--- src/rtl/sar_adc_pkg.sv ---
package sar_adc_pkg;
  localparam int unsigned REG_W  = 8;
  localparam int unsigned CHAN_W = 3;

  localparam int unsigned LAD_BIT  = 3;
  localparam int unsigned DONE_BIT = 4;
  localparam int unsigned IEN_BIT  = 5;
  localparam int unsigned IRQ_BIT  = 6;

  localparam logic CTRL_ADDR = 1'b0;
  localparam logic RES_ADDR  = 1'b1;

  typedef enum logic [1:0] {
    ST_IDLE   = 2'd0,
    ST_SETUP  = 2'd1,
    ST_TRIAL  = 2'd2,
    ST_FINISH = 2'd3
  } seq_state_e;
endpackage

--- src/rtl/sar_adc_regs.sv ---
module sar_adc_regs
  import sar_adc_pkg::*;
#(
  parameter int unsigned RES_W = 8
) (
  input  logic              clk_i,
  input  logic              rst_ni,
  input  logic              wr_en_i,
  input  logic              wr_addr_i,
  input  logic [REG_W-1:0]  wr_data_i,
  input  logic              rd_addr_i,
  output logic [REG_W-1:0]  rd_data_o,
  input  logic [RES_W-1:0]  result_i,
  input  logic              finish_i,
  output logic              start_o,
  output logic [CHAN_W-1:0] chan_sh_o,
  output logic              lad_sh_o,
  output logic              irq_en_o,
  output logic              irq_flag_o,
  output logic              done_o
);
  logic ctrl_wr;
  logic unused_bits;

  assign ctrl_wr     = wr_en_i && (wr_addr_i == CTRL_ADDR);
  assign start_o     = ctrl_wr && !wr_data_i[DONE_BIT];
  assign unused_bits = wr_data_i[REG_W-1];

  always_ff @(posedge clk_i or negedge rst_ni) begin
    if (!rst_ni) begin
      chan_sh_o <= '0;
      lad_sh_o  <= 1'b0;
      irq_en_o  <= 1'b0;
    end else if (ctrl_wr) begin
      chan_sh_o <= wr_data_i[CHAN_W-1:0];
      lad_sh_o  <= wr_data_i[LAD_BIT];
      irq_en_o  <= wr_data_i[IEN_BIT];
    end
  end

  always_ff @(posedge clk_i or negedge rst_ni) begin
    if (!rst_ni)       done_o <= 1'b0;
    else if (start_o)  done_o <= 1'b0;
    else if (finish_i) done_o <= 1'b1;
  end

  // completion wins over a same-cycle clear
  always_ff @(posedge clk_i or negedge rst_ni) begin
    if (!rst_ni)                             irq_flag_o <= 1'b0;
    else if (finish_i && !start_o)           irq_flag_o <= 1'b1;
    else if (ctrl_wr && wr_data_i[IRQ_BIT])  irq_flag_o <= 1'b0;
  end

  always_comb begin
    rd_data_o = '0;
    if (rd_addr_i == RES_ADDR) begin
      rd_data_o[RES_W-1:0] = result_i;
    end else begin
      rd_data_o[CHAN_W-1:0] = chan_sh_o;
      rd_data_o[LAD_BIT]    = lad_sh_o;
      rd_data_o[DONE_BIT]   = done_o;
      rd_data_o[IEN_BIT]    = irq_en_o;
      rd_data_o[IRQ_BIT]    = irq_flag_o;
    end
  end
endmodule

--- src/rtl/sar_adc_seq.sv ---
module sar_adc_seq
  import sar_adc_pkg::*;
#(
  parameter int unsigned RES_W      = 8,
  parameter int unsigned SETTLE_CYC = 5,
  localparam int unsigned IDX_W     = (RES_W > 1) ? $clog2(RES_W) : 1,
  localparam int unsigned CNT_W     = $clog2(SETTLE_CYC + 1) + 1
) (
  input  logic             clk_i,
  input  logic             rst_ni,
  input  logic             start_i,
  output logic             load_msb_o,
  output logic             sample_o,
  output logic [IDX_W-1:0] idx_o,
  output logic             finish_o
);
  localparam logic [CNT_W-1:0] CNT_LAST = CNT_W'(SETTLE_CYC);
  localparam logic [IDX_W-1:0] IDX_TOP  = IDX_W'(RES_W - 1);

  seq_state_e       state_q, state_d;
  logic [CNT_W-1:0] cnt_q, cnt_d;
  logic [IDX_W-1:0] idx_q, idx_d;

  assign load_msb_o = (state_q == ST_SETUP);
  assign sample_o   = (state_q == ST_TRIAL) && (cnt_q == CNT_LAST);
  assign finish_o   = (state_q == ST_FINISH);
  assign idx_o      = idx_q;

  always_comb begin
    state_d = state_q;
    cnt_d   = cnt_q;
    idx_d   = idx_q;
    if (start_i) begin
      state_d = ST_SETUP;
      cnt_d   = '0;
      idx_d   = IDX_TOP;
    end else begin
      unique case (state_q)
        ST_IDLE: ;
        ST_SETUP: begin
          state_d = ST_TRIAL;
          cnt_d   = '0;
          idx_d   = IDX_TOP;
        end
        ST_TRIAL: begin
          if (cnt_q == CNT_LAST) begin
            cnt_d = '0;
            if (idx_q == '0) state_d = ST_FINISH;
            else             idx_d   = idx_q - 1'b1;
          end else begin
            cnt_d = cnt_q + 1'b1;
          end
        end
        ST_FINISH: state_d = ST_IDLE;
        default:   state_d = ST_IDLE;
      endcase
    end
  end

  always_ff @(posedge clk_i or negedge rst_ni) begin
    if (!rst_ni) begin
      state_q <= ST_IDLE;
      cnt_q   <= '0;
      idx_q   <= '0;
    end else begin
      state_q <= state_d;
      cnt_q   <= cnt_d;
      idx_q   <= idx_d;
    end
  end
endmodule

--- src/rtl/sar_adc_sar.sv ---
module sar_adc_sar #(
  parameter int unsigned RES_W  = 8,
  localparam int unsigned IDX_W = (RES_W > 1) ? $clog2(RES_W) : 1
) (
  input  logic             clk_i,
  input  logic             rst_ni,
  input  logic             clear_i,
  input  logic             load_msb_i,
  input  logic             sample_i,
  input  logic [IDX_W-1:0] idx_i,
  input  logic             comp_i,
  output logic [RES_W-1:0] code_o
);
  for (genvar i = 0; i < RES_W; i++) begin : g_bit
    logic bit_q, bit_d;
    logic is_test, is_next;

    assign is_test = sample_i && (int'(idx_i) == i);
    assign is_next = sample_i && (int'(idx_i) == i + 1);

    always_comb begin
      bit_d = bit_q;
      if (clear_i)                               bit_d = 1'b0;
      else if (load_msb_i && (i == RES_W - 1))   bit_d = 1'b1;
      else if (is_test)                          bit_d = bit_q & comp_i;
      else if (is_next)                          bit_d = 1'b1;
    end

    always_ff @(posedge clk_i or negedge rst_ni) begin
      if (!rst_ni) bit_q <= 1'b0;
      else         bit_q <= bit_d;
    end

    assign code_o[i] = bit_q;
  end
endmodule

--- src/rtl/sar_adc_ctrl.sv ---
module sar_adc_ctrl
  import sar_adc_pkg::*;
#(
  parameter int unsigned RES_W      = 8,
  parameter int unsigned SETTLE_CYC = 5,
  localparam int unsigned IDX_W     = (RES_W > 1) ? $clog2(RES_W) : 1
) (
  input  logic              clk_i,
  input  logic              rst_ni,
  input  logic              wr_en_i,
  input  logic              wr_addr_i,
  input  logic [REG_W-1:0]  wr_data_i,
  input  logic              rd_addr_i,
  output logic [REG_W-1:0]  rd_data_o,
  input  logic              comp_i,
  output logic [RES_W-1:0]  trial_o,
  output logic [CHAN_W-1:0] chan_sel_o,
  output logic              ladder_en_o,
  output logic              irq_o
);
  logic              start;
  logic              load_msb;
  logic              sample;
  logic              finish;
  logic [IDX_W-1:0]  idx;
  logic [CHAN_W-1:0] chan_sh;
  logic              lad_sh;
  logic              irq_en;
  logic              irq_flag;
  logic              done_flag;

  sar_adc_regs #(.RES_W(RES_W)) u_regs (
    .clk_i      (clk_i),
    .rst_ni     (rst_ni),
    .wr_en_i    (wr_en_i),
    .wr_addr_i  (wr_addr_i),
    .wr_data_i  (wr_data_i),
    .rd_addr_i  (rd_addr_i),
    .rd_data_o  (rd_data_o),
    .result_i   (trial_o),
    .finish_i   (finish),
    .start_o    (start),
    .chan_sh_o  (chan_sh),
    .lad_sh_o   (lad_sh),
    .irq_en_o   (irq_en),
    .irq_flag_o (irq_flag),
    .done_o     (done_flag)
  );

  sar_adc_seq #(.RES_W(RES_W), .SETTLE_CYC(SETTLE_CYC)) u_seq (
    .clk_i      (clk_i),
    .rst_ni     (rst_ni),
    .start_i    (start),
    .load_msb_o (load_msb),
    .sample_o   (sample),
    .idx_o      (idx),
    .finish_o   (finish)
  );

  sar_adc_sar #(.RES_W(RES_W)) u_sar (
    .clk_i      (clk_i),
    .rst_ni     (rst_ni),
    .clear_i    (start),
    .load_msb_i (load_msb),
    .sample_i   (sample),
    .idx_i      (idx),
    .comp_i     (comp_i),
    .code_o     (trial_o)
  );

  // analog-side controls change only at a start
  always_ff @(posedge clk_i or negedge rst_ni) begin
    if (!rst_ni) begin
      chan_sel_o  <= '0;
      ladder_en_o <= 1'b0;
    end else if (start) begin
      chan_sel_o  <= wr_data_i[CHAN_W-1:0];
      ladder_en_o <= wr_data_i[LAD_BIT];
    end
  end

  assign irq_o = irq_flag & irq_en;

  logic unused_shadow;
  assign unused_shadow = ^{chan_sh, lad_sh};
endmodule

--- config.mk ---
export PLATFORM = sky130hd
export DESIGN_NAME = sar_adc_ctrl
export DESIGN_NICKNAME = d
export VERILOG_FILES = /design/src/rtl/sar_adc_pkg.sv /design/src/rtl/sar_adc_regs.sv /design/src/rtl/sar_adc_seq.sv /design/src/rtl/sar_adc_sar.sv /design/src/rtl/sar_adc_ctrl.sv
export SDC_FILE = /design/constraint.sdc
export NUM_CORES = 1
export LEC_CHECK = 0
export ABC_CLOCK_PERIOD_IN_PS = 1400
export BUFFER_PORTS_ARGS = -buffer_cell sky130_fd_sc_hd__buf_2
export CAP_MARGIN = 20
export CORE_UTILIZATION = 35
export CTS_BUF_LIST = sky130_fd_sc_hd__clkbuf_4
export DETAILED_ROUTE_END_ITERATION = 10
export HOLD_SLACK_MARGIN = 0.03
export SLEW_MARGIN = 20
export SYNTH_ARGS = -nofsm -noshare
export SYNTH_HDL_FRONTEND = slang
export SYNTH_SLANG_ARGS = --single-unit
export TNS_END_PERCENT = 50
--- constraint.sdc ---
create_clock -name clk_i -period 1.4 [get_ports clk_i]
set_input_delay 0.07 -clock clk_i [delete_from_list [all_inputs] [get_ports clk_i]]
set_output_delay 0.07 -clock clk_i [all_outputs]
set_load 0.01 [all_outputs]
======== Word-level counts from Yosys, hierarchy flattened ========
Index checks and enable logic that the tools add are counted.
operators by class
  shift operators ......................... 0
  equal/unequal tests ..................... 14
  bitwise gates (word level) .............. 10
  magnitude comparators ................... 0
  $mul .................................... 0
  muxes and demuxes ....................... 41
  add/sub/neg operators ................... 2
  div/mod/pow operators ................... 0
  reductions and logical operators ........ 31
operators with widths
  operator                                          number
  2-to-1 mux 1 bit                                  29
  nonzero test 3 bit                                9
  logical AND 1 bit                                 13
  == test 3 bit, second input constant              4
  AND 1 bit                                         9
  2-to-1 mux 3 bit                                  3
  != test 3 bit, second input constant              3
  2-to-1 mux 4 bit                                  2
  case mux 4 bit (2 select lines)                   1
  2-to-1 mux 7 bit                                  1
  == test 3 x 2 -> 1 bit, second input constant     2
  logical NOT 3 bit                                 2
  2-to-1 mux 2 bit                                  3
  case mux 2 bit (3 select lines)                   1
  case mux 3 bit (2 select lines)                   1
  AND reduction 3 bit                               2
  adder 4 x 1 -> 4 bit, second input constant       1
  == test 2 bit, second input constant              2
  == test 4 x 3 -> 1 bit, second input constant     1
  nonzero test 2 bit                                2
  nonzero test 4 bit                                1
  == test 3 x 1 -> 1 bit, second input constant     1
  subtractor 3 x 1 -> 3 bit, second input constant  1
  == test 2 x 1 -> 1 bit, second input constant     1
  2 further kinds                                   3
storage, ports and cells
  bits in writable memories ............... 0
  register bits after elaboration ......... 28
  memories ................................ 0
  latch bits .............................. 0
  bits of input ports ..................... 14
  ROM bits ................................ 0

======== Logic depth before layout (Yosys ltp) ========
Gate-level depths: netlist of the first run.
  word-level depth ........................ 6
  depth in mapped cells ................... 7
  depth with buffers taken out ............ 5

======== Modules after synthesis ========
Synthesis of the first run repeated with hierarchy kept, for this count alone.
second synthesis, totals
  cell total of the unflattened synthesis .. 144
  area, all modules ....................... 1572.8 um^2
by module, submodules not included
  module        times used  cells each  area an instance (um^2)  seq. area each (um^2)
  sar_adc_seq   1           56          561.8                    225.2
  sar_adc_sar   1           48          455.4                    200.2
  sar_adc_regs  1           31          404.1                    175.2
  sar_adc_ctrl  1           9           151.4                    100.1

======== Worst setup path after synthesis of the first run ========
No wires, ideal clock.
  path kind ............................... flip-flop to flip-flop
  start ................................... register u_seq.state_q[0]
  end ..................................... register u_sar.g_bit[4].bit_q
  period minus slack after synthesis ...... 1.519 ns
  arrival ................................. 1.437 ns
  stages on the path, launching flop included .. 7
  setup slack ............................. -0.119 ns
  cell sequence ........................... dfrtp_1 -> inv_1 -> ha_1 -> buf_2 -> nand4b_1 -> or4_1 -> a22oi_2
on the way
  word-level cells in the longest chain between the ends .. 5
  elaborated cells on any way between the ends .. 7
ends and longest elaborated chain
  item                    line               source
  start, declared         sar_adc_seq.sv:20  seq_state_e state_q, state_d;
  start signal, assigned  sar_adc_seq.sv:66  state_q <= state_d;
  == test 2 bit (*)       sar_adc_seq.sv:25  assign sample_o = (state_q == ST_TRIAL) && (cnt_q == CNT_LAST);
  logical AND 1 bit (*)   sar_adc_seq.sv:25
  logical AND 1 bit       sar_adc_sar.sv:18  assign is_test = sample_i && (int'(idx_i) == i);
  2-to-1 mux 1 bit        sar_adc_sar.sv:25  else if (is_test) bit_d = bit_q & comp_i;
  2-to-1 mux 1 bit        sar_adc_sar.sv:23  if (clear_i) bit_d = 1'b0;
  end signal, assigned    sar_adc_sar.sv:31  else bit_q <= bit_d;
  end, declared           sar_adc_sar.sv:15  logic bit_q, bit_d;
Every way passes the cells marked *; elsewhere a longest branch is shown, timed or not.
A chain may end at the register's enable or synchronous reset.

======== Worst setup path in the final report of the first run ========
Ends and elaborated chain as after synthesis.

==> results of run 1 <==
final cells by class:
cell class	count	area, um2	area share [%]
Multi-Input combinational cell	117	998.5	42.22
Sequential cell	28	701.9	29.68
Timing Repair Buffer	74	494.2	20.90
Tap cell	67	83.83	3.545
Inverter	9	33.78	1.429
Clock inverter	1	30.03	1.270
Clock buffer	3	22.52	0.9524
repair_timing:
| item | in CTS | in global routing |
|---|---|---|
| setup endpoints to repair | 12 | 15 |
| hold buffers | 7 | 0 |
| cloned | 0 | 0 |
| pin swaps | 4 | 6 |
| gates resized for setup | 7 | 14 |
| endpoints found under the hold margin | 38 | 0 |
| setup buffers | 5 | 3 |
power groups by stage:
stage	clock, mW	sequential [mW]	combinational [mW]
2_1_floorplan	0	1.10	1.03
3_3_place_gp	0	1.10	1.48
3_5_place_dp	0	1.11	1.48
4_1_cts	0.571	1.09	1.63
5_1_grt	0.589	1.11	1.91
6_report	0.556	1.09	1.75
cells by family after synthesis:
kind of cell / synth area share, %
flops: 40.52
simple gates: 22.21
mux: 7.815
buf+inv: 8.104
fa+ha+maj: 7.959
compound gates: 13.39
flip-flops by register name (all words and copies together) (netlist names):
signal and cells:
u_seq.cnt_q 4, u_sar.g_bit.bit_q 8, chan_sel_o 3, u_seq.idx_o 3
u_seq.state_q 2, u_regs.lad_sh_o 1, u_regs.irq_flag_o 1, ladder_en_o 1
u_regs.chan_sh_o 3, u_regs.done_o 1, u_regs.irq_en_o 1
cell usage after synthesis, types with 3 or more instances:
cell                        n  area share (%)
sky130_fd_sc_hd__nand4b_1   5             2.5
sky130_fd_sc_hd__nand3b_1   3             1.3
sky130_fd_sc_hd__nor2b_1    4             1.4
sky130_fd_sc_hd__nand2_1   23             5.0
sky130_fd_sc_hd__clkbuf_1   3            0.65
sky130_fd_sc_hd__and3_1     3             1.1
sky130_fd_sc_hd__nor2_1     5             1.1
sky130_fd_sc_hd__o21ai_0    3            0.87
sky130_fd_sc_hd__a21oi_1    6             1.7
sky130_fd_sc_hd__dfrtp_1   28              41
sky130_fd_sc_hd__and2_1     3             1.1
sky130_fd_sc_hd__mux2_2    12             7.8
sky130_fd_sc_hd__ha_1      11             8.0
sky130_fd_sc_hd__buf_4      8             3.5
sky130_fd_sc_hd__inv_1      9             2.0
sky130_fd_sc_hd__a31oi_1    4             1.4
sky130_fd_sc_hd__buf_2      6             1.7
per-stage QoR:
stage | power (mW) | utilization [%] | instance area [um2] | worst slack, ps | hold slack (ps)
floorplan | 2.131 | - | 1783 | -28.07 | -225.6
global placement | 2.583 | 44.64 | 2108 | -43.85 | 131.2
detailed placement | 2.588 | 44.64 | 2108 | -76.42 | 140.2
CTS | 3.292 | 48.74 | 2302 | -55.74 | 117.9
global route | 3.607 | 50.07 | 2365 | -145.1 | 135.1
finish | 3.389 | 50.07 | 2365 | -43.17 | 127.6
metal layers:
metal / share of wire (%) / track usage (%) / vias up
met2: 47 / 26.38 / 26
met3: 2.6 / 2.083 / 5
met1: 49 / 22.93 / 716
met5: 0 / 0 / -
li1: - / - / 734
met4: 1.4 / 5.882 / 0
cells in the final DEF (no fill, tap or decap), types with 5 or more instances in the layout:
cell                            instances
sky130_fd_sc_hd__buf_2                 33
sky130_fd_sc_hd__buf_4                 33
sky130_fd_sc_hd__dfrtp_1               27
sky130_fd_sc_hd__nand2_1               23
sky130_fd_sc_hd__mux2_2                12
sky130_fd_sc_hd__dlygate4sd3_1          7
sky130_fd_sc_hd__inv_1                  5
sky130_fd_sc_hd__nand4b_1               5
sky130_fd_sc_hd__a21oi_1                5
path summary, 6_finish.rpt:
kind                       cells past startpoint  slack (ps)                    to        startpoint
max                                            5         -40  u_sar.g_bit[4].bit_q  u_seq.state_q[0]
min reg2reg                                    2         490         chan_sel_o[1]     chan_sel_o[1]
min                                            4         130  u_sar.g_bit[1].bit_q            comp_i
max reg2reg                                    5         -40  u_sar.g_bit[4].bit_q  u_seq.state_q[0]
min in group asynchronous                      2         260         u_regs.done_o            rst_ni
max in group asynchronous                      2         700      u_seq.state_q[1]            rst_ni
worst max-delay path: cells and delay by family, from the launching register on:
| kind | cells | cell delay (ps) |
|---|---|---|
| AO/OA/AOI/OAI | 1 | 120 |
| adder cells (fa/ha/maj) | 1 | 180 |
| buffers and inverters | 1 | 110 |
| flip-flops | 1 | 430 |
| AND/OR/NAND/NOR | 2 | 540 |
==> qor.csv, run 1 <==
metric,value,unit
Site Rows,25,
arrival time of data at the critical path endpoint,1730,ps
total count of hold-check failures in the final report,0,
number of global-route vias before repair,1434,
clock network fraction of total power,16.4,%
mean post-synth cell area,10.05,um2
Critical Path Max Stage Delay,430,ps
required time at the endpoint of the critical path,1690,ps
DP Wirelength,2.880,mm
largest driver fanout on the critical path,7,
TritonCTS clock tree,done,
H-tree levels,1,
share of flip-flops with an asynchronous set or reset after synthesis,100.0,%
fin crit period,1443,ps
cells after synthesis,172,
Filler Cells Inserted,430,
first-iteration detailed-routing DRC count,55,
max_cap viols,0,
root buffer cell,sky130_fd_sc_hd__clkbuf_4,
number of library cell types mapped by synthesis,45,
Synth Warn #,0,
total DRC errors in the routed layout,0,
number of vias per cell,4.953,
Via Count,1481,
clock net sink count,28,
standard cell core area,4723,um2
net count reported at finish,258,
Startpoint Class,register,
combinational group share of total power,51.5,%
port bufs,33,
flop and latch count out of synthesis,28,
area of the mapped netlist,1729,um2
count of antenna diodes in the layout,0,
leakage power total,1.126,nW
starting density of the core,36.61,%
critical setup path kind,register to register,
ordered cell list for the critical path,inv_2 > ha_4 > nand4b_1 > or4_1 > a22oi_2,
count of TritonRoute iterations in the first routing pass,4,
TNS Setup,-146.1,ps
switching power,1.206,mW
final max-slew violation count,0,
Crit-path slowest cell,sky130_fd_sc_hd__dfrtp_1,
final weighted congestion in routability-driven placement,0.7610,
pin count of the biggest net entering global routing,29,
die width,72.29,um
source-to-sink clock delay at the later pin of the worst-skew pair,350,ps
cell-internal power,2.184,mW
RSZ-0062 raised after global routing,true,
violations in the final reports,negative setup slack,
max frequency,692.9,MHz
endpoint kind of the worst setup timing path,register,
area of the die,5226,um2
worst clock skew on the final layout,6.944,ps
antenna violation net count after detailed routing,0,
crit share post-route,103.1,%
final wirelength,4.029,mm
global-route wire length before repair,6.748,mm
prevailing post-synth register cell,sky130_fd_sc_hd__dfrtp_1,
number of flops mapped to enable cells by yosys,0,
number of buffers between clock root and the deepest sink,2,
number of primary I/O pins,35,
die span in y,72.29,um
TritonCTS buffer count,3,
syn nets,197,
Total Routing Usage GR,16.48,%
outcome,"complete, but fails checks",
Max-Slew Margin vs Limit,57.04,%
Switching Share,35.57,%
worst min path class,input port to register,
number of standard cells in the final layout excluding fillers,299,
GRT overflow,0,
worst-case setup margin in the final layout,-43.17,ps
number of antenna violations at the first check in global routing,0,
average detailed-routed wire length per instance,13.47,um
Area Overhead vs Synth,36.76,%
layout cell share with drive strength beyond 1,49.14,%
Cell Count Post-Placement,281,
share of the yosys chip area belonging to registers,40.52,%
actual slew at the worst max-slew pin,644.4,ps
number of setup violations in the final report,7,
post-CTS clock slew at the launch and capture registers of the worst setup and hold paths,170,ps
largest voltage drop on the vdd net,557.1,uV
proportion of power drawn by flip-flops and latches,32.0,%
areal power density over the cells,1433,nW/um2
No activity file was read; power rests on OpenSTA's default activity.
==> run 2: changes to the inputs <==
--- a/config.mk
+++ b/config.mk
@@ -5,7 +5,7 @@
 export SDC_FILE = /design/constraint.sdc
 export NUM_CORES = 1
 export LEC_CHECK = 0
-export ABC_CLOCK_PERIOD_IN_PS = 1400
+export ABC_CLOCK_PERIOD_IN_PS = 1800
 export BUFFER_PORTS_ARGS = -buffer_cell sky130_fd_sc_hd__buf_2
 export CAP_MARGIN = 20
 export CORE_UTILIZATION = 35
==> constraint.sdc (replaced) <==
create_clock -name clk_i -period 1.8 [get_ports clk_i]
set_input_delay 0.09 -clock clk_i [delete_from_list [all_inputs] [get_ports clk_i]]
set_output_delay 0.09 -clock clk_i [all_outputs]
set_load 0.01 [all_outputs]
==> run 2 against run 1 <==
The run now ends clean. Critical endpoint unchanged. Sequential share of layout area grew 4.6 points. Design area shrank 14%. Combinational power shrank 45%. Register-to-register slack gained 200 ps. Sequential power shrank 23%. Critical path depth is the same. Maximum frequency shrank 12%. Clock power shrank 23%. Global-route usage shrank 1.1 points.
==> qor.csv, run 2 (synthesis gave the netlist of run 1 again) <==
metric,value,unit,change
finished layout cell area,2044,um2,-14%
DP Wirelength,2.601,mm,-9.7%
Crit-path slowest cell,sky130_fd_sc_hd__or4_1,,
number of setup violations in the final report,0,,-7
length of routed met3 wiring,113,um,+6.6%
die span in y,72.29,um,unchanged
Via Count,1385,,-6.5%
ordered cell list for the critical path,inv_1 > ha_1 > nand4b_1 > or4_1 > a22oi_2,,
fin crit period,1644,ps,+200.8 ps
arrival time of data at the critical path endpoint,1920,ps,+190 ps
number of buffers between clock root and the deepest sink,2,,unchanged
number of primary I/O pins,35,,unchanged
port bufs,33,,unchanged
TritonCTS buffer count,3,,unchanged
endpoint kind of the worst setup timing path,register,,
cell type group with the largest total delay on the critical path,simple AND/OR/NAND/NOR gates,,
combined buffer and inverter count along the critical path,1,,unchanged
global-route wire length before repair,6.348,mm,-5.9%
largest voltage drop on the vdd net,380.0,uV,-32%
critical setup path kind,register to register,,
H-tree levels,1,,unchanged
"top library cells by usage in the layout, fill and taps aside","33 x sky130_fd_sc_hd__buf_2, 28 x sky130_fd_sc_hd__dfrtp_1, 23 x sky130_fd_sc_hd__nand2_1, 12 x sky130_fd_sc_hd__mux2_2, 10 x sky130_fd_sc_hd__ha_1",,
leakage power total,0.9903,nW,-12%
sink of the worst hold path,u_sar.g_bit[5].bit_q,,
RSZ-0062 raised after global routing,false,,
worst min path class,input port to register,,
max_cap viols,0,,unchanged
total DRC errors in the routed layout,0,,unchanged
source-to-sink clock delay at the later pin of the worst-skew pair,340,ps,about the same
number of vias per cell,5.111,,+3.2%
hold wc startpoint,comp_i,,
Max-Slew Margin vs Limit,56.40,%,-0.64 points
final max-slew violation count,0,,unchanged
average detailed-routed wire length per instance,14.04,um,+4.2%
Critical Path Max Stage Delay,490,ps,+60 ps
TritonCTS clock tree,done,,
Area after DPL,1917,um2,-9.1%
root buffer cell,sky130_fd_sc_hd__clkbuf_4,,
Storage cell area,700.7,um2,-0.18%
layout cell share with drive strength beyond 1,30.88,%,-18 points
worst clock skew on the final layout,3.605,ps,-3.339 ps
flip-flop count of the largest register after layout,8,,unchanged
Worst R2R Start,u_seq.state_q[0],,
area of the die,5226,um2,unchanged
crit share post-route,91.33,%,-12 points
final wirelength,3.804,mm,-5.6%
first-iteration detailed-routing DRC count,98,,+78%
outcome,"complete, no violations",,
total count of hold-check failures in the final report,0,,unchanged
length in cells of the worst reg-to-reg path,5,,unchanged
die width,72.29,um,unchanged
areal power density over the cells,1091,nW/um2,-24%
clock net sink count,28,,unchanged
pin count of the biggest net entering global routing,29,,unchanged
combined area of the multi-input logic cells,893.4,um2,-11%
register name with the most flops,u_sar.g_bit.bit_q,,
most frequent standard cell in the layout excluding fill and tap cells,sky130_fd_sc_hd__buf_2,,
Total Routing Usage GR,15.39,%,-1.1 points
Met1 Routed Length,1.923,mm,-1.8%
max frequency,608.3,MHz,-12%
post-CTS clock slew at the launch and capture registers of the worst setup and hold paths,160,ps,about the same
TNS Setup,0,ps,+146.1 ps
net count reported at finish,230,,-11%
number of global-route vias before repair,1290,,-10%
cell depth of the worst min-delay path,4,,unchanged
total length of routed met2 wires,1.734,mm,-9.1%
Startpoint Class,register,,
Filler Cells Inserted,471,,+9.5%
final weighted congestion in routability-driven placement,0.7745,,+1.8%
actual slew at the worst max-slew pin,654.1,ps,+9.654 ps
endpoint of the most critical register-to-register path,u_sar.g_bit[4].bit_q,,
antenna violation net count after detailed routing,0,,unchanged
Site Rows,25,,unchanged
largest driver fanout on the critical path,5,,-2
number of antenna violations at the first check in global routing,0,,unchanged
GRT overflow,0,,unchanged
Area Overhead vs Synth,18.23,%,
count of antenna diodes in the layout,0,,unchanged
setup slack of the worst register-to-register path,160,ps,+200 ps
Largest regs,"u_sar.g_bit.bit_q: 8 flops, u_seq.cnt_q: 4 flops",,
count of TritonRoute iterations in the first routing pass,4,,unchanged
standard cell core area,4723,um2,unchanged
starting density of the core,36.61,%,unchanged
highest metal layer with signal wires,met4,,
required time at the endpoint of the critical path,2070,ps,+380 ps
run 2: cell types whose count changed in the layout (fill, tap and decap cells not counted), moves of 2 or more:
| cell | delta |
|---|---|
| sky130_fd_sc_hd__ha_4 | -4 |
| sky130_fd_sc_hd__nand3_1 | +2 |
| sky130_fd_sc_hd__buf_4 | -27 |
| sky130_fd_sc_hd__ha_2 | -2 |
| sky130_fd_sc_hd__inv_1 | +4 |
| sky130_fd_sc_hd__ha_1 | +6 |
| sky130_fd_sc_hd__inv_2 | -4 |
| sky130_fd_sc_hd__nand3_2 | -2 |
run 2: routing by layer:
layer	global-route usage (%)	vias up
li1	-	676
met1	22.76	671
met2	23.05	34
met3	2.222	4
met4	5.011	0
met5	0	-
run 2: through the flow:
stage | power [mW] | instances | hold WS [ps] | worst slack, ps | utilization [%]
global placement | 1.779 | 260 | 150.5 | 200.7 | 40.58
detailed placement | 1.790 | 260 | 162.8 | 160.6 | 40.58
finish | 2.230 | 271 | 171.0 | 156.1 | 43.28
floorplan | 1.533 | 172 | -205.6 | 280.7 | -
global route | 2.374 | 271 | 199.5 | 37.57 | 43.28
CTS | 2.237 | 271 | 165.8 | 134.7 | 43.18
run 2: cell type report:
class,instances,area share [%]
Inverter,9,1.652
Multi-Input combinational cell,117,43.70
Clock buffer,3,1.102
Timing Repair Buffer,46,13.71
Sequential cell,28,34.27
Tap cell,67,4.100
Clock inverter,1,1.469
run 2: worst max-delay path by stage:
stage	start	to	slack (ps)	depth (start not counted)
after floorplan	u_seq.state_q[0]	u_sar.g_bit[4].bit_q	280	6
after global placement	u_seq.state_q[0]	u_sar.g_bit[4].bit_q	200	5
after detailed placement	u_seq.idx_o[1]	u_seq.state_q[1]	160	5
after CTS	u_seq.idx_o[1]	u_seq.state_q[1]	130	5
after global routing	u_seq.state_q[0]	u_sar.g_bit[4].bit_q	40	5
final	u_seq.state_q[0]	u_sar.g_bit[4].bit_q	160	5
run 2: worst min-delay path: stages:
cell                      delay [ps]
sky130_fd_sc_hd__buf_2           100
sky130_fd_sc_hd__nor2b_2          60
sky130_fd_sc_hd__nand3_1          80
sky130_fd_sc_hd__a32o_1          160
run 2: power breakdown:
part / switching [mW] / leakage, nW / internal, mW
logic: 0.537 / 0.617 / 0.434
registers: 0.0868 / 0.346 / 0.747
clock network: 0.201 / 0.0279 / 0.225
total: 0.824 / 0.990 / 1.41
run 2: repair_timing:
| item | in CTS | in global routing |
|---|---|---|
| hold buffers | 7 | 0 |
| setup endpoints to repair | 0 | 2 |
| gates resized for setup | 0 | 2 |
| setup buffers | 0 | 0 |
| hold endpoints to repair | 38 | 0 |
